--- src/rtl/lf_pkg.sv ---
package lf_pkg;

    typedef enum logic [1:0] {
        MESI_I = 2'b00,
        MESI_S = 2'b01,
        MESI_E = 2'b10,
        MESI_M = 2'b11
    } mesi_t;

    typedef enum logic {
        CTL_IDLE = 1'b0,
        CTL_BUS  = 1'b1
    } ctl_t;

    typedef struct packed {
        logic  write;
        logic  hit;
        logic  nc;
        logic  wt;
        mesi_t prior;
    } lf_req_t;

    // Coherence state granted to a completed burst fill.
    function automatic mesi_t fill_state(input logic page_wt, input logic wbwt);
        return (!page_wt && wbwt) ? MESI_E : MESI_S;
    endfunction

    function automatic logic is_read_hit(input lf_req_t r);
        return r.hit && !r.write;
    endfunction

endpackage

--- src/rtl/lf_attr.sv ---
module lf_attr (
    input  logic active,
    input  logic write,
    input  logic nc,
    output logic cache,
    output logic pcd,
    output logic wr
);
    // Uncacheable pages veto the burst indication; writes never burst.
    always_comb begin
        pcd   = active && nc;
        cache = active && !write && !nc;
        wr    = active && write;
    end
endmodule

--- src/rtl/lf_beat_cnt.sv ---
module lf_beat_cnt #(
    parameter int BEATS = 4
) (
    input  logic clk,
    input  logic rst,
    input  logic clear,
    input  logic step,
    output logic first,
    output logic last
);
    localparam int CNT_W = (BEATS > 1) ? $clog2(BEATS) : 1;
    localparam logic [CNT_W-1:0] LAST_IDX = CNT_W'(BEATS - 1);

    logic [CNT_W-1:0] cnt;

    always_ff @(posedge clk) begin
        if (rst || clear) begin
            cnt <= '0;
        end else if (step) begin
            cnt <= (cnt == LAST_IDX) ? '0 : cnt + CNT_W'(1);
        end
    end

    assign first = (cnt == '0);
    assign last  = (cnt == LAST_IDX);

    AST_CNT_WRAP: assert property (@(posedge clk) disable iff (rst)
        (step && last && !clear) |=> first);
endmodule

--- src/rtl/linefill_ctrl.sv ---
module linefill_ctrl
    import lf_pkg::*;
#(
    parameter int BEATS = 4
) (
    input  logic       clk,
    input  logic       rst,
    input  logic       req_valid,
    output logic       req_ready,
    input  logic       req_write,
    input  logic       req_hit,
    input  logic       req_page_nc,
    input  logic       req_page_wt,
    input  logic [1:0] req_prior,
    output logic       bus_cycle,
    output logic       bus_write,
    output logic       bus_cache,
    output logic       bus_pcd,
    input  logic       bus_rdy,
    input  logic       bus_ken,
    input  logic       bus_wbwt,
    output logic       done,
    output logic [1:0] done_mesi,
    output logic       done_install
);
    ctl_t    state;
    lf_req_t req_in, req_q;
    logic    burst_q, wbwt_q;
    mesi_t   mesi_q;

    logic accept, hit_read, rdy_act, beat_first, beat_last;
    logic take_burst, finish_single, finish_burst, cnt_step;

    assign req_in = '{write: req_write, hit: req_hit, nc: req_page_nc,
                      wt: req_page_wt, prior: mesi_t'(req_prior)};

    assign req_ready = (state == CTL_IDLE);
    assign bus_cycle = (state == CTL_BUS);
    assign accept    = req_valid && req_ready;
    assign hit_read  = is_read_hit(req_in);

    lf_attr u_attr (
        .active (bus_cycle),
        .write  (req_q.write),
        .nc     (req_q.nc),
        .cache  (bus_cache),
        .pcd    (bus_pcd),
        .wr     (bus_write)
    );

    // Cacheability is settled on the first strobe, from the driven
    // burst indication and the system's answer at that moment.
    assign rdy_act       = bus_cycle && bus_rdy;
    assign take_burst    = rdy_act && beat_first && bus_cache && bus_ken;
    assign finish_single = rdy_act && beat_first && !(bus_cache && bus_ken);
    assign finish_burst  = rdy_act && !beat_first && beat_last;
    assign cnt_step      = take_burst || (rdy_act && !beat_first);

    lf_beat_cnt #(.BEATS(BEATS)) u_beats (
        .clk   (clk),
        .rst   (rst),
        .clear (accept),
        .step  (cnt_step),
        .first (beat_first),
        .last  (beat_last)
    );

    always_ff @(posedge clk) begin
        if (rst) begin
            state        <= CTL_IDLE;
            req_q        <= '0;
            burst_q      <= 1'b0;
            wbwt_q       <= 1'b0;
            done         <= 1'b0;
            mesi_q       <= MESI_I;
            done_install <= 1'b0;
        end else begin
            done         <= 1'b0;
            done_install <= 1'b0;
            unique case (state)
                CTL_IDLE: begin
                    if (accept) begin
                        req_q <= req_in;
                        if (hit_read) begin
                            done   <= 1'b1;
                            mesi_q <= req_in.prior;
                        end else begin
                            state   <= CTL_BUS;
                            burst_q <= 1'b0;
                        end
                    end
                end
                CTL_BUS: begin
                    if (take_burst) begin
                        burst_q <= 1'b1;
                        wbwt_q  <= bus_wbwt;
                    end
                    if (finish_single) begin
                        state  <= CTL_IDLE;
                        done   <= 1'b1;
                        mesi_q <= req_q.write ? req_q.prior : MESI_I;
                    end
                    if (finish_burst) begin
                        state        <= CTL_IDLE;
                        done         <= 1'b1;
                        done_install <= 1'b1;
                        mesi_q       <= fill_state(req_q.wt, wbwt_q);
                    end
                end
                default: state <= CTL_IDLE;
            endcase
        end
    end

    assign done_mesi = mesi_q;

    AST_PCD_TRACKS: assert property (@(posedge clk) disable iff (rst)
        (accept && !hit_read) |=> (bus_pcd == $past(req_page_nc)));
    AST_CACHE_PCD_EXCL: assert property (@(posedge clk) disable iff (rst)
        !(bus_cache && bus_pcd));
    AST_ATTR_STABLE: assert property (@(posedge clk) disable iff (rst)
        (bus_cycle && $past(bus_cycle)) |-> ($stable(bus_cache) && $stable(bus_pcd)));
    AST_NC_INVALID: assert property (@(posedge clk) disable iff (rst)
        (finish_single && !req_q.write) |=> (done && done_mesi == MESI_I && !done_install));
    AST_INSTALL_BURST: assert property (@(posedge clk) disable iff (rst)
        done_install |-> $past(burst_q));
    AST_WBWT_HELD: assert property (@(posedge clk) disable iff (rst)
        (burst_q && bus_cycle && $past(burst_q && bus_cycle)) |-> $stable(wbwt_q));
    AST_HIT_NO_BUS: assert property (@(posedge clk) disable iff (rst)
        (accept && hit_read) |=> (!bus_cycle && done));
    AST_WRITE_UNCACHED: assert property (@(posedge clk) disable iff (rst)
        bus_write |-> !bus_cache);
    AST_BUSY_STALL: assert property (@(posedge clk) disable iff (rst)
        bus_cycle |-> !req_ready);
endmodule

--- config.mk ---
export PLATFORM = sky130hd
export DESIGN_NAME = linefill_ctrl
export DESIGN_NICKNAME = d
export VERILOG_FILES = /design/src/rtl/lf_pkg.sv /design/src/rtl/lf_attr.sv /design/src/rtl/lf_beat_cnt.sv /design/src/rtl/linefill_ctrl.sv
export SDC_FILE = /design/constraint.sdc
export NUM_CORES = 1
export LEC_CHECK = 0
export BUFFER_PORTS_ARGS = -buffer_cell sky130_fd_sc_hd__buf_2
export CAP_MARGIN = 25
export CORE_MARGIN = 10
export CORE_UTILIZATION = 35
export CTS_BUF_LIST = sky130_fd_sc_hd__clkbuf_2 sky130_fd_sc_hd__clkbuf_4 sky130_fd_sc_hd__clkbuf_8
export DETAILED_ROUTE_END_ITERATION = 12
export GPL_TIMING_DRIVEN = 0
export PLACE_DENSITY = 0.55
export SYNTH_ARGS = -nofsm -noshare
export SYNTH_HDL_FRONTEND = slang
export SYNTH_HIERARCHICAL = 1
export SYNTH_SLANG_ARGS = --single-unit
--- constraint.sdc ---
create_clock -name clk -period 2.9 [get_ports clk]
set_clock_uncertainty 0.1 [all_clocks]
set_input_delay 0.29 -clock clk [delete_from_list [all_inputs] [get_ports clk]]
set_output_delay 0.29 -clock clk [all_outputs]
set_load 0.02 [all_outputs]
==> out/results.ini, run 1 <==
[layout]
syn_to_final_growth_pct = 24.1
final_area_um2 = 832
drive_above_1_share_pct = 33.3
final_cell_count_no_fill = 121
n_antenna_cell = 0
finish.utilization_pct = 47.2
fillers = 203
final_common_cell = buf_2
nets = 111
mostFrequentLayoutCells = buf_2 (21), dfxtp_1 (13), inv_1 (6), mux2i_1 (6), nor2_1 (6)

[pwr]
p_comb_share_pct = 17.1
ir_drop_mv = 0.217
p_int_mw = 0.277
p_seq_share_pct = 50.4
switching_share_pct = 27.4
power_leakage_nw = 0.389
clkPwrFrac_pct = 32.5
switchingPower_mw = 0.105
pwr_density_cell_nw_per_um2 = 459

[critical_path]
reg2reg_to = done_mesi[1]
r2r_setup_slack_ps = 1060
crit_end = done_mesi[1]
cp-end-kind = flop
critPathLaunchType = flop
critPathRequiredTime_ps = 2990
path_class = flop to flop
path_max_fanout = 7
rr_worst_depth = 5
cp.arrival_ps = 1930
worstSetupStartpoint = u_beats/cnt[0]
r2r_start = u_beats/cnt[0]

[clocking]
cts-root-buf = clkbuf_4
clock_sink_count = 13
cts_tree = yes
cts_resized = 0
cts_setup_buffers = 0
cts_max_path_buffers = 2
htreeDepth = 1
cts_hold_buf = 0
cts_buffers = 3
clk_latency_ps = 270
clk_pin_slew_ps = 90

[timing]
max_freq_mhz = 544
post-route-period-util_pct = 63.4
hold_violations = 0
tightest_slew_ps = 486
min_period_ps = 1840
setup_viol = 0
setup-tns-final_ps = 0
rsz0062_at_grt = false
fin_ws_ps = 1060
slew_viol_final = 0
slew_headroom_pct = 67.2

[placement]
gp_congestion = 0.749
placedInstanceArea_um2 = 802
dpl.hpwl_mm = 1.30
pre_cts_slack_ps = 1090
numPortBuffers = 20
place_inst = 117

[global_routing]
track_usage_pct = 8.41
antenna_found_initial = 0
grt_max_degree = 11
grt_first_pass_wirelength_mm = 2.79
grt_pass1_vias = 578
grt_overflow_total = 0

[drt]
top_layer_used = met4
first_pass_iters = 4
wire_per_inst_um = 13.6
route.met3.wl_um = 106
drc = 0
drt_iter0_markers = 6
vias_per_cell = 4.78
dr_total_vias = 578
ant_nets = 0
totalWireLength_mm = 1.65
routedLengthMet1_um = 847
wl_met2_um = 676

[floorplanning]
die_height_um = 63.8
initial_utilization_pct = 38.0
chipWidth_um = 63.8
dieArea_um2 = 4070
fp.coreArea_um2 = 1760
ios = 21
rows = 15

[yosys]
avgSynthCellArea_um2 = 9.31
synth_top_family_by_area = simple AND/OR/NAND/NOR gates
ys_types = 34
synth_xor_area_share_pct = 0
synthCells = 72
yosysSeqAreaShare_pct = 38.8
yosysWarnings = 6
synthMuxAreaShare_pct = 8.96
synth_simple_gate_area_share_pct = 24.8
synthAdderAreaFrac_pct = 3.73
synth-seq-cells = 13
syn_nets = 86
synthesis.area_um2 = 671
synth_compound_area_share_pct = 17.9

[job]
drv_cap = 0

[hold_path]
min_path_type = primary input to flop
min_from = rst

[outcome]
status = completed

[routing by layer]
| layer | global-route usage (%) | up-vias |
|---|---|---|
| met5 | 0 | - |
| met4 | 4.10 | 0 |
| met3 | 3.14 | 2 |
| met2 | 12.1 | 17 |
| met1 | 10.7 | 253 |
| li1 | - | 306 |
[per-stage QoR]
stage               total power [mW]  hold WS (ps)
floorplan                      0.238           255
global placement               0.262           360
detailed placement             0.263           367
CTS                            0.389           127
global route                   0.407           122
finish                         0.382           132
[power by group through the flow]
stage	clock (mW)	combinational [mW]	sequential, mW
after CTS	0.130	0.0665	0.193
final	0.124	0.0655	0.192
after global placement	0	0.0657	0.196
after detailed placement	0	0.0662	0.197
after floorplan	0	0.0375	0.200
after global routing	0.140	0.0728	0.194
[flip-flops by register name, summed over array words and instances (netlist names)]
signal / cells
done_mesi: 2
u_beats/cnt: 2
req_q: 5
done_install: 1
done: 1
bus_cycle: 1
wbwt_q: 1
[area by class of cell]
class                   instances  area [um^2]  area share [%]
multi-input cells              50          372            44.7
flip-flops and latches         13          260            31.3
repair buffers                 20          100            12.0
well taps                      25         31.3            3.76
clock buffers                   4         30.0            3.61
inverters                       6         22.5            2.71
plain buffers                   3         16.3            1.95
[critical path: stages, from the launching register on]
cell	delay, ps
dfxtp_1	380
inv_1	60
ha_1	260
nand2b_1	190
or4b_4	500
a311oi_2	270
[logic make-up (layout without fill, tap and decap cells)]
kind of cell	Yosys count	in the layout
simple gates	26	26
compound gates	16	16
flops	13	13
buf+inv	9	33
mux	6	6
fa+ha+maj	2	2
[worst min path at each step]
stage / to / cells after the start / slack (ps)
2_1_floorplan: u_beats/cnt[0] / 1 / 250
4_1_cts: u_beats/cnt[0] / 2 / 130
3_3_place_gp: wbwt_q / 2 / 360
3_5_place_dp: wbwt_q / 2 / 370
5_1_grt: u_beats/cnt[0] / 2 / 120
6_report: u_beats/cnt[0] / 2 / 130
[Yosys cell counts (all sizes together)]
cell type  instances  area, um^2
a2111oi            1        8.76
a211oi             2        20.0
a21o               1        7.51
a21oi              3        15.0
a22oi              1        7.51
a311oi             1        15.0
a31oi              1        6.26
a41o               1        10.0
and2               3        20.0
and3               2        12.5
buf                2        12.5
clkbuf             1        3.75
dfxtp             13         260
ha                 2        25.0
inv                6        22.5
mux2i              6        60.1
nand2              3        18.8
nand2b             2        12.5
nand3              1        5.00
nand3b             1        7.51
nand4              1        6.26
nor2               6        22.5
nor2b              1        6.26
nor3               2        10.0
nor3b              1        12.5
nor4bb             1        10.0
o211a              1        10.0
o21ai              4        20.0
or3b               1        8.76
or4b               1        13.8
Note: power is estimated with default switching activity, not from simulation.
==> run 2: changes to the inputs <==
==> constraint.sdc (replaced) <==
create_clock -name clk -period 1.75 [get_ports clk]
set_clock_uncertainty 0.1 [all_clocks]
set_input_delay 0.175 -clock clk [delete_from_list [all_inputs] [get_ports clk]]
set_output_delay 0.175 -clock clk [all_outputs]
set_load 0.02 [all_outputs]
==> run 2 against run 1 <==
Against the previous run: fmax up 8.3%; power is 64% higher; register-to-register slack worse by 1000 ps; critical path depth did not move; worst setup slack worse by 1000 ps; via count up 1.4%; count of clock-buffer cells in the layout unchanged; utilization increased by 1.9 points; critical path type unchanged; critical endpoint unchanged; largest cell class unchanged.
==> out/results.ini, run 2 (synthesis gave the netlist of run 1 again) <==
[clocking]
cts_hold_buf = 0
clk_pin_slew_ps = 80
clock_sink_count = 13
clk_latency_ps = 260
htreeDepth = 1
cts_tree = yes
cts_max_path_buffers = 2
cts_buffers = 3
cts-root-buf = clkbuf_4

[placement]
pre_cts_slack_ps = -67.6
dpl.hpwl_mm = 1.23
numPortBuffers = 20
placedInstanceArea_um2 = 813
gp_congestion = 0.757

[layout]
drive_above_1_share_pct = 39.2
final_common_cell = buf_2
finish.utilization_pct = 49.1
syn_to_final_growth_pct = 29.1
n_antenna_cell = 0
largest_reg_flops = 5
regMostFlops = req_q
nets = 112
final_area_um2 = 866
fillers = 193
mostFrequentLayoutCells = buf_2 (21), dfxtp_1 (10), inv_1 (6), mux2i_1 (6), nor2_1 (6)

[drt]
wire_per_inst_um = 12.9
ant_nets = 0
vias_per_cell = 4.80
first_pass_iters = 4
drc = 0
dr_total_vias = 586
drt_iter0_markers = 4
totalWireLength_mm = 1.57

[critical_path]
cp-end-kind = flop
path_class = flop to flop
path_max_fanout = 7
critPathRequiredTime_ps = 1830
critPathLaunchType = flop
cp.arrival_ps = 1780

[timing]
post-route-period-util_pct = 97.0
slew_viol_final = 0
fin_ws_ps = 52.6
setup_viol = 0
min_period_ps = 1700
max_freq_mhz = 589
hold_violations = 0
whs_ps = 11.8
slew_headroom_pct = 62.8
tightest_slew_ps = 551

[floorplanning]
rows = 15
ios = 21
initial_utilization_pct = 38.0
chipWidth_um = 63.8
fp.coreArea_um2 = 1760
dieArea_um2 = 4070
die_height_um = 63.8

[global_routing]
track_usage_pct = 7.81
antenna_found_initial = 0
grt_max_degree = 11
grt_overflow_total = 0
grt_first_pass_wirelength_mm = 2.64
grt_pass1_vias = 597

[pwr]
pwr_density_cell_nw_per_um2 = 722
finalPower_mw = 0.625
ir_drop_mv = 0.313
power_leakage_nw = 0.396

[outcome]
status = completed

[job]
drv_cap = 0

[hold_path]
min_path_type = primary input to flop

run 2: path summary, 6_finish.rpt:
path / from / endpoint / slack [ps] / cells past startpoint
worst min-delay path: rst / u_beats/cnt[0] / 10 / 2
worst min register to register: wbwt_q / wbwt_q / 390 / 2
worst max register to register: u_beats/cnt[1] / done_mesi[1] / 50 / 5
worst max-delay path: u_beats/cnt[1] / done_mesi[1] / 50 / 5
run 2: what timing repair did:
item,in CTS,in global routing
buffers inserted,0,1
resized for setup,2,2
endpoints found under the setup margin,2,2
pin swaps,0,1
run 2: final cells by class:
cell class	count	area, um^2	share of cell area (%)
timing repair buffer	21	108	12.4
inverter	6	22.5	2.60
multi-input combinational	50	394	45.5
buffer	3	16.3	1.88
tap	25	31.3	3.61
clock buffer	4	30.0	3.47
sequential	13	264	30.5
run 2: layer usage:
metal	vias to the layer above	track usage [%]	part of all wire (%)
li1	309	-	-
met1	262	9.47	49
met2	13	12.3	44
met3	2	3.14	5.9
met4	0	2.46	1.1
met5	-	0	0
run 2: per-stage QoR:
stage	instances	setup TNS, ps
final	122	0
after global routing	122	-0.538
after CTS	121	0
after detailed placement	117	-135
after global placement	117	-101
after floorplan	72	0
run 2: power breakdown:
part / internal, mW / leakage, nW / switching [mW] / total (mW)
clock network: 0.103 / 0.0184 / 0.0917 / 0.195
registers: 0.310 / 0.108 / 0.0106 / 0.321
logic: 0.0474 / 0.270 / 0.0619 / 0.109
run 2: critical path, stage by stage (launching register included):
cell	delay, ps
dfxtp_2	350
inv_1	80
ha_4	180
nand2b_1	150
or4b_4	500
a311oi_2	260
==> run 3: changes to the inputs <==
--- a/config.mk
+++ b/config.mk
@@ -13,6 +13,7 @@
 export DETAILED_ROUTE_END_ITERATION = 12
 export GPL_TIMING_DRIVEN = 0
 export PLACE_DENSITY = 0.55
+export RECOVER_POWER = 50
 export SYNTH_ARGS = -nofsm -noshare
 export SYNTH_HDL_FRONTEND = slang
 export SYNTH_HIERARCHICAL = 1
==> run 3 against run 2 <==
Against the previous run: largest power group unchanged; final cell count unchanged; highest routed layer unchanged; worst hold slack about the same; sequential share of layout area up 0.36 points.
==> out/results.ini, run 3 (synthesis gave the netlist of run 1 again) <==
[global_routing]
track_usage_pct = 7.81
antenna_found_initial = 0
grt_overflow_total = 0
grt_first_pass_wirelength_mm = 2.64
grt_pass1_vias = 597
grt_max_degree = 11

[layout]
regMostFlops = req_q
n_antenna_cell = 0
multi_input_area_um2 = 394
final_common_cell = buf_2
largest_reg_flops = 5
regArea_um2 = 264
syn_to_final_growth_pct = 27.6
nets = 112
fillers = 193
mostFrequentLayoutCells = buf_2 (13), dfxtp_1 (10), clkbuf_1 (9)
drive_above_1_share_pct = 30.9
final_cell_count_no_fill = 122

[floorplanning]
ios = 21
dieArea_um2 = 4070
die_height_um = 63.8
fp.coreArea_um2 = 1760
rows = 15
chipWidth_um = 63.8
initial_utilization_pct = 38.0

[placement]
gp_congestion = 0.757
numPortBuffers = 20
place_inst = 117
dpl.hpwl_mm = 1.23

[critical_path]
cp-end-kind = flop
crit_chain = inv_1, ha_4, nand2b_1, or4b_4, a311oi_2
path_class = flop to flop
cp.arrival_ps = 1780
path_max_fanout = 7
critPathRequiredTime_ps = 1830
critical-path-max-stage-delay_ps = 500
critPathLaunchType = flop
cp_slowest_cell = or4b_4

[drt]
totalWireLength_mm = 1.58
routedLengthMet1_um = 772
drc = 0
ant_nets = 0
vias_per_cell = 4.77
dr_total_vias = 582
drt_iter0_markers = 6
first_pass_iters = 4
wire_per_inst_um = 12.9
wl_met2_um = 695
route.met3.wl_um = 91
top_layer_used = met4

[outcome]
status = completed

[pwr]
pwr_density_cell_nw_per_um2 = 728
ir_drop_mv = 0.310
power_leakage_nw = 0.364

[clocking]
clock_sink_count = 13
cts-root-buf = clkbuf_4
clk_latency_ps = 260
htreeDepth = 1
cts_buffers = 3
clk_pin_slew_ps = 80
cts_tree = yes
cts_max_path_buffers = 2

[timing]
tightest_slew_ps = 549
setup_viol = 0
post-route-period-util_pct = 97.0
max_freq_mhz = 589
slew_headroom_pct = 62.9
setup-tns-final_ps = 0
hold_violations = 0
min_period_ps = 1700
whs_ps = 11.8
slew_viol_final = 0

[hold_path]
min_path_type = primary input to flop

[job]
drv_cap = 0

-- run 3: cell count changes in the layout (fill, tap and decap cells not counted), sizes merged --
cell,change
buf,-8
clkbuf,+8
-- run 3: path summary, 6_finish.rpt --
path,from,to,slack (ps),cells past startpoint
setup / recovery,u_beats/cnt[1],done_mesi[1],50,5
hold / removal,rst,u_beats/cnt[0],10,2
setup reg to reg,u_beats/cnt[1],done_mesi[1],50,5
hold reg to reg,wbwt_q,wbwt_q,390,2
-- run 3: final cells by class --
| class | count | area share (%) |
|---|---|---|
| sequential | 13 | 30.8 |
| clock buffer | 4 | 3.51 |
| multi-input combinational | 50 | 46.1 |
| inverter | 6 | 2.63 |
| buffer | 3 | 1.75 |
| tap | 25 | 3.65 |
| timing repair buffer | 21 | 11.5 |
-- run 3: what timing repair did --
item / in CTS / in global routing
resized for setup: 2 / 2
pin swaps: 0 / 1
buffers inserted: 0 / 1
gates cloned: 0 / 0
hold buffers: 0 / 0
setup endpoints to repair: 2 / 2
-- run 3: where the power goes --
part           leakage (nW)  switching, mW  internal [mW]  total (mW)
Sequential            0.108         0.0108          0.310       0.321
Clock                0.0184         0.0916          0.103       0.195
Combinational         0.238         0.0621         0.0449       0.107
-- run 3: layer usage --
metal,up-vias,track usage (%)
li1,309,-
met1,258,9.47
met2,13,12.3
met3,2,3.14
met4,0,2.46
met5,-,0
-- run 3: stage by stage --
step                worst slack [ps]  power, mW  util (%)  instance area (um^2)
floorplan                       13.6      0.398         -                   682
global placement               -55.7      0.437      46.1                   813
detailed placement             -67.6      0.438      46.1                   813
CTS                             2.42      0.636      48.0                   847
global route                  -0.538      0.653      48.5                   856
finish                          52.6      0.623      48.5                   856
-- run 3: worst max-delay path: cells and delay by family, from the launching register on --
kind	cells	cell delay (ps)
DFF	1	350
adders and majority gates	1	180
and+or+nand+nor	2	650
AOI/OAI and AO/OA	1	260
buffers and inverters	1	80
